$ cat config.mk
export PLATFORM = sky130hd
export DESIGN_NAME = atr_parser
export DESIGN_NICKNAME = d
export VERILOG_FILES = /design/src/rtl/atr_pkg.sv /design/src/rtl/atr_fd_lut.sv /design/src/rtl/atr_seq.sv /design/src/rtl/atr_parser.sv
export SDC_FILE = /design/constraint.sdc
export NUM_CORES = 1
export LEC_CHECK = 0
export ABC_AREA = 1
export ABC_CLOCK_PERIOD_IN_PS = 1950
export BUFFER_PORTS_ARGS = -buffer_cell sky130_fd_sc_hd__buf_2
export CORE_MARGIN = 10
export CORE_UTILIZATION = 53
export DETAILED_ROUTE_END_ITERATION = 8
export GPL_ROUTABILITY_DRIVEN = 1
export PLACE_DENSITY_LB_ADDON = 0.2
export SLEW_MARGIN = 20
export SYNTH_ARGS = -nofsm -noshare
export SYNTH_HDL_FRONTEND = slang
export SYNTH_HIERARCHICAL = 1
export SYNTH_SLANG_ARGS = --single-unit
$ cat constraint.sdc
create_clock -name clk -period 1.95 [get_ports clk]
set_input_delay 0.195 -clock clk [delete_from_list [all_inputs] [get_ports clk]]
set_output_delay 0.195 -clock clk [all_outputs]
set_load 0.01 [all_outputs]
$ cat src/rtl/atr_pkg.sv
package atr_pkg;

    // Role of the byte expected next in the answer stream
    typedef enum logic [2:0] {
        K_FMT  = 3'd0,
        K_TA   = 3'd1,
        K_TB   = 3'd2,
        K_TC   = 3'd3,
        K_TD   = 3'd4,
        K_HIST = 3'd5,
        K_TCK  = 3'd6,
        K_END  = 3'd7
    } atr_kind_e;

    localparam int unsigned F_DEFAULT = 372;
    localparam int unsigned D_DEFAULT = 1;

    // Pick the role of the following byte: pending interface bytes in
    // A,B,C,D order first, then historical bytes, then the check byte.
    function automatic atr_kind_e pick_next(input logic [3:0] pend,
                                            input logic [3:0] hist,
                                            input logic       tck);
        atr_kind_e k;
        if (pend[0])          k = K_TA;
        else if (pend[1])     k = K_TB;
        else if (pend[2])     k = K_TC;
        else if (pend[3])     k = K_TD;
        else if (hist != 4'd0) k = K_HIST;
        else if (tck)         k = K_TCK;
        else                  k = K_END;
        return k;
    endfunction

endpackage

$ cat src/rtl/atr_fd_lut.sv
module atr_fd_lut #(
    parameter int F_W = 12,
    parameter int D_W = 5
) (
    input  logic [3:0]     fi_code,
    input  logic [3:0]     di_code,
    output logic [F_W-1:0] f_val,
    output logic           f_ok,
    output logic [D_W-1:0] d_val,
    output logic           d_ok
);
    always_comb begin
        f_ok  = 1'b1;
        f_val = F_W'(atr_pkg::F_DEFAULT);
        case (fi_code)
            4'd1:    f_val = F_W'(372);
            4'd2:    f_val = F_W'(558);
            4'd3:    f_val = F_W'(744);
            4'd4:    f_val = F_W'(1116);
            4'd5:    f_val = F_W'(1488);
            4'd6:    f_val = F_W'(1860);
            4'd9:    f_val = F_W'(512);
            4'd10:   f_val = F_W'(768);
            4'd11:   f_val = F_W'(1024);
            4'd12:   f_val = F_W'(1536);
            4'd13:   f_val = F_W'(2048);
            default: f_ok  = 1'b0;
        endcase
    end

    // D doubles per code step over the defined range 1..5
    always_comb begin
        d_ok  = (di_code >= 4'd1) && (di_code <= 4'd5);
        d_val = D_W'(atr_pkg::D_DEFAULT);
        if (d_ok) d_val = D_W'(1) << (di_code - 4'd1);
    end
endmodule

$ cat src/rtl/atr_seq.sv
module atr_seq #(
    parameter int MAX_BYTES = 32,
    localparam int CNT_W = $clog2(MAX_BYTES + 1),
    localparam int GRP_W = $clog2(MAX_BYTES + 2)
) (
    input  logic                clk,
    input  logic                rst_n,
    input  logic                restart,
    input  logic                byte_valid,
    input  logic [7:0]          byte_data,
    output logic                use_byte,
    output atr_pkg::atr_kind_e  kind_o,
    output logic [GRP_W-1:0]    grp_o,
    output logic [CNT_W-1:0]    cnt_o,
    output logic                done_o,
    output logic                chk_err_o,
    output logic                ovf_err_o
);
    import atr_pkg::*;

    typedef struct packed {
        atr_kind_e        kind;
        logic [3:0]       pend;
        logic [3:0]       hist;
        logic             tck;
        logic [GRP_W-1:0] grp;
        logic [CNT_W-1:0] cnt;
        logic [7:0]       acc;
        logic             done;
        logic             chk_err;
        logic             ovf_err;
    } seq_t;

    localparam seq_t SEQ_IDLE = '{kind: K_FMT, pend: 4'd0, hist: 4'd0, tck: 1'b0,
                                  grp: '0, cnt: '0, acc: 8'd0, done: 1'b0,
                                  chk_err: 1'b0, ovf_err: 1'b0};

    seq_t s_d, s_q;
    logic take, full;
    logic [3:0] pend_v, hist_v;
    logic tck_v;
    logic [GRP_W-1:0] grp_v;
    atr_kind_e nk;

    assign take = byte_valid && !s_q.done && !restart;
    assign full = (s_q.cnt == CNT_W'(MAX_BYTES));

    always_comb begin
        s_d    = s_q;
        pend_v = s_q.pend;
        hist_v = s_q.hist;
        tck_v  = s_q.tck;
        grp_v  = s_q.grp;
        nk     = K_END;
        if (restart) begin
            s_d = SEQ_IDLE;
        end else if (take && full) begin
            s_d.ovf_err = 1'b1;
            s_d.done    = 1'b1;
        end else if (take) begin
            s_d.cnt = s_q.cnt + CNT_W'(1);
            s_d.acc = s_q.acc ^ byte_data;
            case (s_q.kind)
                K_FMT: begin
                    pend_v = byte_data[7:4];
                    hist_v = byte_data[3:0];
                    grp_v  = GRP_W'(1);
                end
                K_TD: begin
                    pend_v = byte_data[7:4];
                    grp_v  = s_q.grp + GRP_W'(1);
                    if (byte_data[3:0] != 4'd0) tck_v = 1'b1;
                end
                K_HIST: hist_v = s_q.hist - 4'd1;
                K_TCK:  s_d.chk_err = ((s_q.acc ^ byte_data) != 8'd0);
                default: ;
            endcase
            nk = pick_next(pend_v, hist_v, tck_v);
            // consume the slot that has just been chosen
            case (nk)
                K_TA:  pend_v[0] = 1'b0;
                K_TB:  pend_v[1] = 1'b0;
                K_TC:  pend_v[2] = 1'b0;
                K_TD:  pend_v[3] = 1'b0;
                K_TCK: tck_v     = 1'b0;
                K_END: s_d.done  = 1'b1;
                default: ;
            endcase
            s_d.kind = nk;
            s_d.pend = pend_v;
            s_d.hist = hist_v;
            s_d.tck  = tck_v;
            s_d.grp  = grp_v;
        end
    end

    always_ff @(posedge clk or negedge rst_n) begin
        if (!rst_n) s_q <= SEQ_IDLE;
        else        s_q <= s_d;
    end

    assign use_byte  = take && !full;
    assign kind_o    = s_q.kind;
    assign grp_o     = s_q.grp;
    assign cnt_o     = s_q.cnt;
    assign done_o    = s_q.done;
    assign chk_err_o = s_q.chk_err;
    assign ovf_err_o = s_q.ovf_err;
endmodule

$ cat src/rtl/atr_parser.sv
module atr_parser #(
    parameter int MAX_BYTES = 32,
    parameter int F_W = 12,
    parameter int D_W = 5,
    localparam int CNT_W = $clog2(MAX_BYTES + 1),
    localparam int GRP_W = $clog2(MAX_BYTES + 2)
) (
    input  logic           clk,
    input  logic           rst_n,
    input  logic           restart,
    input  logic           byte_valid,
    input  logic [7:0]     byte_data,
    output logic           done,
    output logic           chk_err,
    output logic           ovf_err,
    output logic           param_err,
    output logic [F_W-1:0] f_factor,
    output logic [D_W-1:0] d_factor,
    output logic [7:0]     guard_n,
    output logic [15:0]    proto_mask
);
    import atr_pkg::*;

    typedef struct packed {
        logic [F_W-1:0] f;
        logic [D_W-1:0] d;
        logic [7:0]     n;
        logic [15:0]    seen;
        logic           perr;
    } par_t;

    localparam par_t PAR_IDLE = '{f: F_W'(F_DEFAULT), d: D_W'(D_DEFAULT),
                                  n: 8'd0, seen: 16'd0, perr: 1'b0};

    logic             use_byte;
    atr_kind_e        kind;
    logic [GRP_W-1:0] grp;
    logic [CNT_W-1:0] byte_cnt;
    logic [F_W-1:0]   lut_f;
    logic [D_W-1:0]   lut_d;
    logic             lut_f_ok, lut_d_ok;
    logic             first_grp;
    par_t p_d, p_q;

    atr_seq #(.MAX_BYTES(MAX_BYTES)) u_seq (
        .clk       (clk),
        .rst_n     (rst_n),
        .restart   (restart),
        .byte_valid(byte_valid),
        .byte_data (byte_data),
        .use_byte  (use_byte),
        .kind_o    (kind),
        .grp_o     (grp),
        .cnt_o     (byte_cnt),
        .done_o    (done),
        .chk_err_o (chk_err),
        .ovf_err_o (ovf_err)
    );

    atr_fd_lut #(.F_W(F_W), .D_W(D_W)) u_lut (
        .fi_code(byte_data[7:4]),
        .di_code(byte_data[3:0]),
        .f_val  (lut_f),
        .f_ok   (lut_f_ok),
        .d_val  (lut_d),
        .d_ok   (lut_d_ok)
    );

    assign first_grp = (grp == GRP_W'(1));

    always_comb begin
        p_d = p_q;
        if (restart) begin
            p_d = PAR_IDLE;
        end else if (use_byte) begin
            case (kind)
                K_TA: if (first_grp) begin
                    if (lut_f_ok) p_d.f = lut_f; else p_d.perr = 1'b1;
                    if (lut_d_ok) p_d.d = lut_d; else p_d.perr = 1'b1;
                end
                K_TC: if (first_grp) p_d.n = byte_data;
                K_TD: p_d.seen[byte_data[3:0]] = 1'b1;
                default: ;
            endcase
        end
    end

    always_ff @(posedge clk or negedge rst_n) begin
        if (!rst_n) p_q <= PAR_IDLE;
        else        p_q <= p_d;
    end

    assign param_err  = p_q.perr;
    assign f_factor   = p_q.f;
    assign d_factor   = p_q.d;
    assign guard_n    = p_q.n;
    assign proto_mask = (p_q.seen == 16'd0) ? 16'h0001 : p_q.seen;
endmodule

# ---- Yosys cells after proc, flatten, opt, wreduce, memory -nomap -nowiden
# Cells that the tools add are included.
dict set report op_classes {
  addsub 4
  order_cmp 4
  eq_ne 26
  n_shift 1
  n_mux 54
  n_bitwise 2
  reduce_logical 38
}
# op count
set op_table {}
lappend op_table {{12-bit case mux with 10 select lines} 1}
lappend op_table {{42-bit 2-to-1 mux} 2}
lappend op_table {{35-bit 2-to-1 mux} 1}
lappend op_table {{17-bit 2-to-1 mux} 2}
lappend op_table {{34-bit 2-to-1 mux} 1}
lappend op_table {{16-bit 2-to-1 mux} 2}
lappend op_table {{32-bit 2-to-1 mux} 1}
lappend op_table {{4-bit 2-to-1 mux} 7}
lappend op_table {{3-bit 2-to-1 mux} 8}
lappend op_table {{1-bit 2-to-1 mux} 22}
lappend op_table {{4-bit equality test (second input constant)} 5}
lappend op_table {{2-bit nonzero test} 10}
lappend op_table {{3-bit equality test (second input constant)} 6}
lappend op_table {{16-bit zero test} 1}
lappend op_table {{8-bit 2-to-1 mux} 2}
lappend op_table {{16-bit OR} 1}
lappend op_table {{6-bit by 1-bit adder with 6-bit output (second input constant)} 2}
lappend op_table {{4-bit by 3-bit equality test with 1-bit output (second input constant)} 3}
lappend op_table {{12-bit 2-to-1 mux} 1}
lappend op_table {{6-bit case mux with 2 select lines} 1}
lappend op_table {{4-bit AND reduction} 3}
lappend op_table {{11-bit OR reduction} 1}
lappend op_table {{3-bit by 2-bit equality test with 1-bit output (second input constant)} 3}
lappend op_table {{3-bit AND reduction} 3}
lappend op_table {{other kinds (24)} 40}
dict set report totals {
  reg_bits 77
  in_bits 12
  out_inout_bits 45
}

# ---- Longest topological paths before layout
dict set report logic_depth {
  ltp_word 20
  depth_mapped 16
  depth_no_buf 14
}

# ---- Cells and area by module
# The synthesis kept the hierarchy.
# mod n_inst cells_each area_each_um2 seq_area_each_um2
set by_module_without_submodules {}
lappend by_module_without_submodules {atr_parser 1 314 2343.5 1058.5}
lappend by_module_without_submodules {atr_seq 1 248 1998.2 875.8}
lappend by_module_without_submodules {atr_fd_lut 1 65 330.3 0.0}

# ---- Least setup slack after synthesis
# Ideal clock, no wire load.
dict set report synth_timing {
  path_type {reg2reg}
  start {register u_seq.s_q, in the netlist u_seq/cnt_o[0]}
  end {register p_q, in the netlist d_factor[1]}
  arrival_ns 1.967
  t_required_ns 1.834
  setup_slack_ns -0.134
  path_stages_with_launch 17
  path_buffers 2
  period_less_slack_ns 2.084
  cell_sequence {dfrtp_1 -> inv_1 -> ha_1 -> nand2_1 -> nor4_2 -> nor2_1 -> inv_1 -> nor2_1 -> buf_2 -> inv_2 -> nor2_1 -> nand2_1 -> nand2_1 -> buf_4 -> nand2_2 -> nand2_1 -> nand2_1}
}
dict set report synth_between {
  elab_chain_len 5
}
# item line
set synth_rtl {}
lappend synth_rtl {{start, declared} atr_seq.sv:38} ;# seq_t s_d, s_q;
lappend synth_rtl {{start signal, assigned} atr_seq.sv:98} ;# if (!rst_n) s_q <= SEQ_IDLE;
lappend synth_rtl {{start signal, assigned} atr_seq.sv:99} ;# else s_q <= s_d;
lappend synth_rtl {{6-bit equality test} atr_seq.sv:46} ;# assign full = (s_q.cnt == CNT_W'(MAX_BYTES));
lappend synth_rtl {{1-bit zero test} atr_seq.sv:102} ;# assign use_byte = take && !full;
lappend synth_rtl {{1-bit logical AND} atr_seq.sv:102}
lappend synth_rtl {{via use_byte} atr_parser.sv:35} ;# logic use_byte;
lappend synth_rtl {{2-bit nonzero test (no source line)} -}
lappend synth_rtl {{4-bit AND reduction (no source line)} -}
lappend synth_rtl {{end signal, assigned} atr_parser.sv:90} ;# else p_q <= p_d;
lappend synth_rtl {{end, declared} atr_parser.sv:43} ;# par_t p_d, p_q;
# The timed path passes the listed nets, and every way through them passes these cells.
# A chain may end at the register's enable or synchronous reset.

# ---- Final worst setup path
dict set report layout_timing {
  start {register u_seq.s_q, in the netlist u_seq/cnt_o[0]}
  end {register p_q, in the netlist guard_n[5]}
}
dict set report layout_between {
  elab_chain_len 5
}
# item line
set layout_rtl {}
lappend layout_rtl {{6-bit equality test} atr_seq.sv:46}
lappend layout_rtl {{1-bit zero test} atr_seq.sv:102}
lappend layout_rtl {{1-bit logical AND} atr_seq.sv:102}
lappend layout_rtl {{via use_byte} atr_parser.sv:35}
lappend layout_rtl {{2-bit nonzero test (no source line)} -}
lappend layout_rtl {{3-bit AND reduction (no source line)} -}
# The timed path passes the listed nets, and every way through them passes these cells.

==> metrics <==
status=finished clean; cell area after synthesis=about 0.0046 sq mm; Final Hold Violating Endpoints=0; unrepaired setup endpoints after global routing=yes; metal3 WL=521 microns; post-route worst setup slack=between 0.04 and 0.05 ns; critical path endpoint category=register; vias per cell=around 5.1; first-pass GRT wire length=17700 microns; Final HPWL DP=7430 microns; WL/cell=about 14 microns; Ys Warns=6; final-report max-slew violation count=0; Avg Inst Size Synth=7.45 sq um; maximum number of pins on one net before global-route repair=43; Die X-Extent=113 microns; Final Instance Count excl. Fillers=770; clock skew=0.0126 ns; Leak=about 2.8 nW; number of standard-cell rows in the floorplan=34; Port Buffers=56; buffer depth of the longest clock path=2; number of levels the H-tree was split into=3; placed instance count=744; required time at the worst-slack endpoint=2.23 ns; met2 routed wirelength=about 5200 microns; type of the worst setup path=reg2reg; Clock Sink Count=77; die area=roughly 0.013 sq mm; total via count in the routed design=between 3000 and 4000; total routed wire length on the met1 layer=4690 microns; global router's overall resource usage=about 16%; initial detailed-routing violation count=198; Power per Cell Area=a little over 700 mW/mm^2; CTS buffer count=9; overall routed net length=10500 microns; number of max-cap violations=0; clock transition at the registers of the reported paths=0.09 ns; Worst Hold Class=in2reg; Final setup viols=0; post-route fraction of the period consumed by the critical path=97.8%; Least-Margin Pin Slew=~0.54 ns; area of the placeable core=between 0.008 and 0.009 sq mm; worst skew pair latency=0.35 ns; synthesized netlist cell count=621; final weighted congestion in routability-driven placement=0.876; Die H=113 microns; number of global-route vias before repair=3836; starting density of the core=approximately 54%; post-route worst hold slack=0.177 ns; number of diodes=0; count of nets left with antenna violations after detail routing=0; Max Used Layer=met4; data arrival at the endpoint of the critical path=roughly 2.2 ns; number of remaining DRC errors=0; fraction of final layout cells with drive strength greater than 1=32.0%; number of placed I/O pins=57; time the worst path needs with I/O delays and setup=around 1.9 ns; TritonCTS clock tree=done; total congestion overflow=0; worst-path maximum fanout=8; post-synth net total=638; setup slack at placement=-0.0166 ns; clk root buf=sky130_fd_sc_hd__clkbuf_8; worst slew margin relative to its limit=63.7%; Fmax=524 MHz; number of antenna violations at the first check in global routing=0; Layout area overhead=18.5%; type of element launching the critical path=register; number of iterations in the first detailed-routing pass=5; highest ir drop seen on vdd=between 0.4 and 0.5 mV; Final Net Count=roughly 670
[worst paths after layout]
kind / from / endpoint / slack (ns) / depth (start not counted)
setup / recovery: u_seq/cnt_o[0]$_DFFE_PN0P_ / guard_n[5]$_DFFE_PN0P_ / 0.04 / 14
hold / removal: restart / u_seq/ovf_err_o$_DFFE_PN0P_ / 0.18 / 2
setup reg to reg: u_seq/cnt_o[0]$_DFFE_PN0P_ / guard_n[5]$_DFFE_PN0P_ / 0.04 / 14
hold reg to reg: d_factor[0]$_DFFE_PN1P_ / d_factor[0]$_DFFE_PN1P_ / 0.46 / 2
max in group asynchronous: rst_n / u_seq/kind_o[2]$_DFFE_PN0P_ / 1.07 / 3
min in group asynchronous: rst_n / d_factor[2]$_DFFE_PN0P_ / 0.41 / 3
[critical path: stages, from the launching register on]
cell                      delay, ns
sky130_fd_sc_hd__dfrtp_1       0.37
sky130_fd_sc_hd__inv_2         0.06
sky130_fd_sc_hd__ha_4          0.16
sky130_fd_sc_hd__nand2_4       0.08
sky130_fd_sc_hd__nor4_4        0.05
sky130_fd_sc_hd__nor2_2        0.11
sky130_fd_sc_hd__inv_1         0.07
sky130_fd_sc_hd__nor2_2        0.12
sky130_fd_sc_hd__inv_2         0.07
sky130_fd_sc_hd__nor2_4        0.11
sky130_fd_sc_hd__nand2_4       0.08
sky130_fd_sc_hd__buf_6         0.13
sky130_fd_sc_hd__nor2_4        0.23
sky130_fd_sc_hd__nand3_1       0.11
sky130_fd_sc_hd__nand2_1       0.10
[through the flow]
stage               TNS (ns)  area (sq um)  util (%)  power, W
floorplan                  0          4650         -   0.00242
global placement           0          4850      56.4   0.00262
detailed placement   -0.0396          4850      56.4   0.00265
CTS                        0          5070      59.0   0.00388
global route           -1.02          5480      63.8   0.00420
finish                     0          5480      63.8   0.00396
[report_power, final]
| part | switching, W | internal, W |
|---|---|---|
| registers | 0.0000734 | 0.00172 |
| logic | 0.000589 | 0.000363 |
| clock network | 0.000627 | 0.000596 |
[layout by cell type (no fill, tap or decap), drive strengths merged, types with 2 or more instances in the layout]
| cell | n |
|---|---|
| nor2 | 66 |
| xor2 | 5 |
| o21ai | 27 |
| o211ai | 2 |
| xnor2 | 9 |
| inv | 82 |
| dfrtp | 71 |
| ha | 5 |
| or2 | 8 |
| nand3b | 3 |
| clkinvlp | 3 |
| clkbuf | 11 |
| nor3 | 4 |
| clkinv | 3 |
| nand3 | 67 |
| buf | 87 |
| dfstp | 6 |
| nand2 | 152 |
| o21a | 2 |
| a21oi | 25 |
| nor4 | 3 |
| nand4 | 6 |
| o22ai | 6 |
[per-layer routing]
layer | up-vias | global-route usage, %
li1 | 1985 | -
met1 | 1894 | 20.5
met2 | 73 | 26.9
met3 | 13 | 3.46
met4 | 0 | 6.01
met5 | - | 0
[flip-flops by register name, summed over array words and instances, names as in the netlist]
signal / cells
u_seq/s_q: 17
p_q: 16
f_factor: 12
guard_n: 8
u_seq/cnt_o: 6
u_seq/grp_o: 6
d_factor: 5
u_seq/kind_o: 3
param_err: 1
u_seq/chk_err_o: 1
u_seq/done_o: 1
u_seq/ovf_err_o: 1
[cell type report]
cell class | instances | area [sq um]
fillers | 708 | 3110
multi-input cells | 397 | 2280
flip-flops and latches | 77 | 1940
repair buffers | 90 | 621
inverters | 82 | 308
well taps | 108 | 135
clock buffers | 9 | 124
clock inverters | 7 | 75.1
[timing repair]
action,CTS,global route
gates cloned,0,2
endpoints found under the setup margin,10,69
pin swaps,0,18
endpoints found under the hold margin,71,0
gates resized for setup,3,80
hold buffers,1,0
buffers inserted,0,7
No activity file was read; power rests on OpenSTA's default activity.
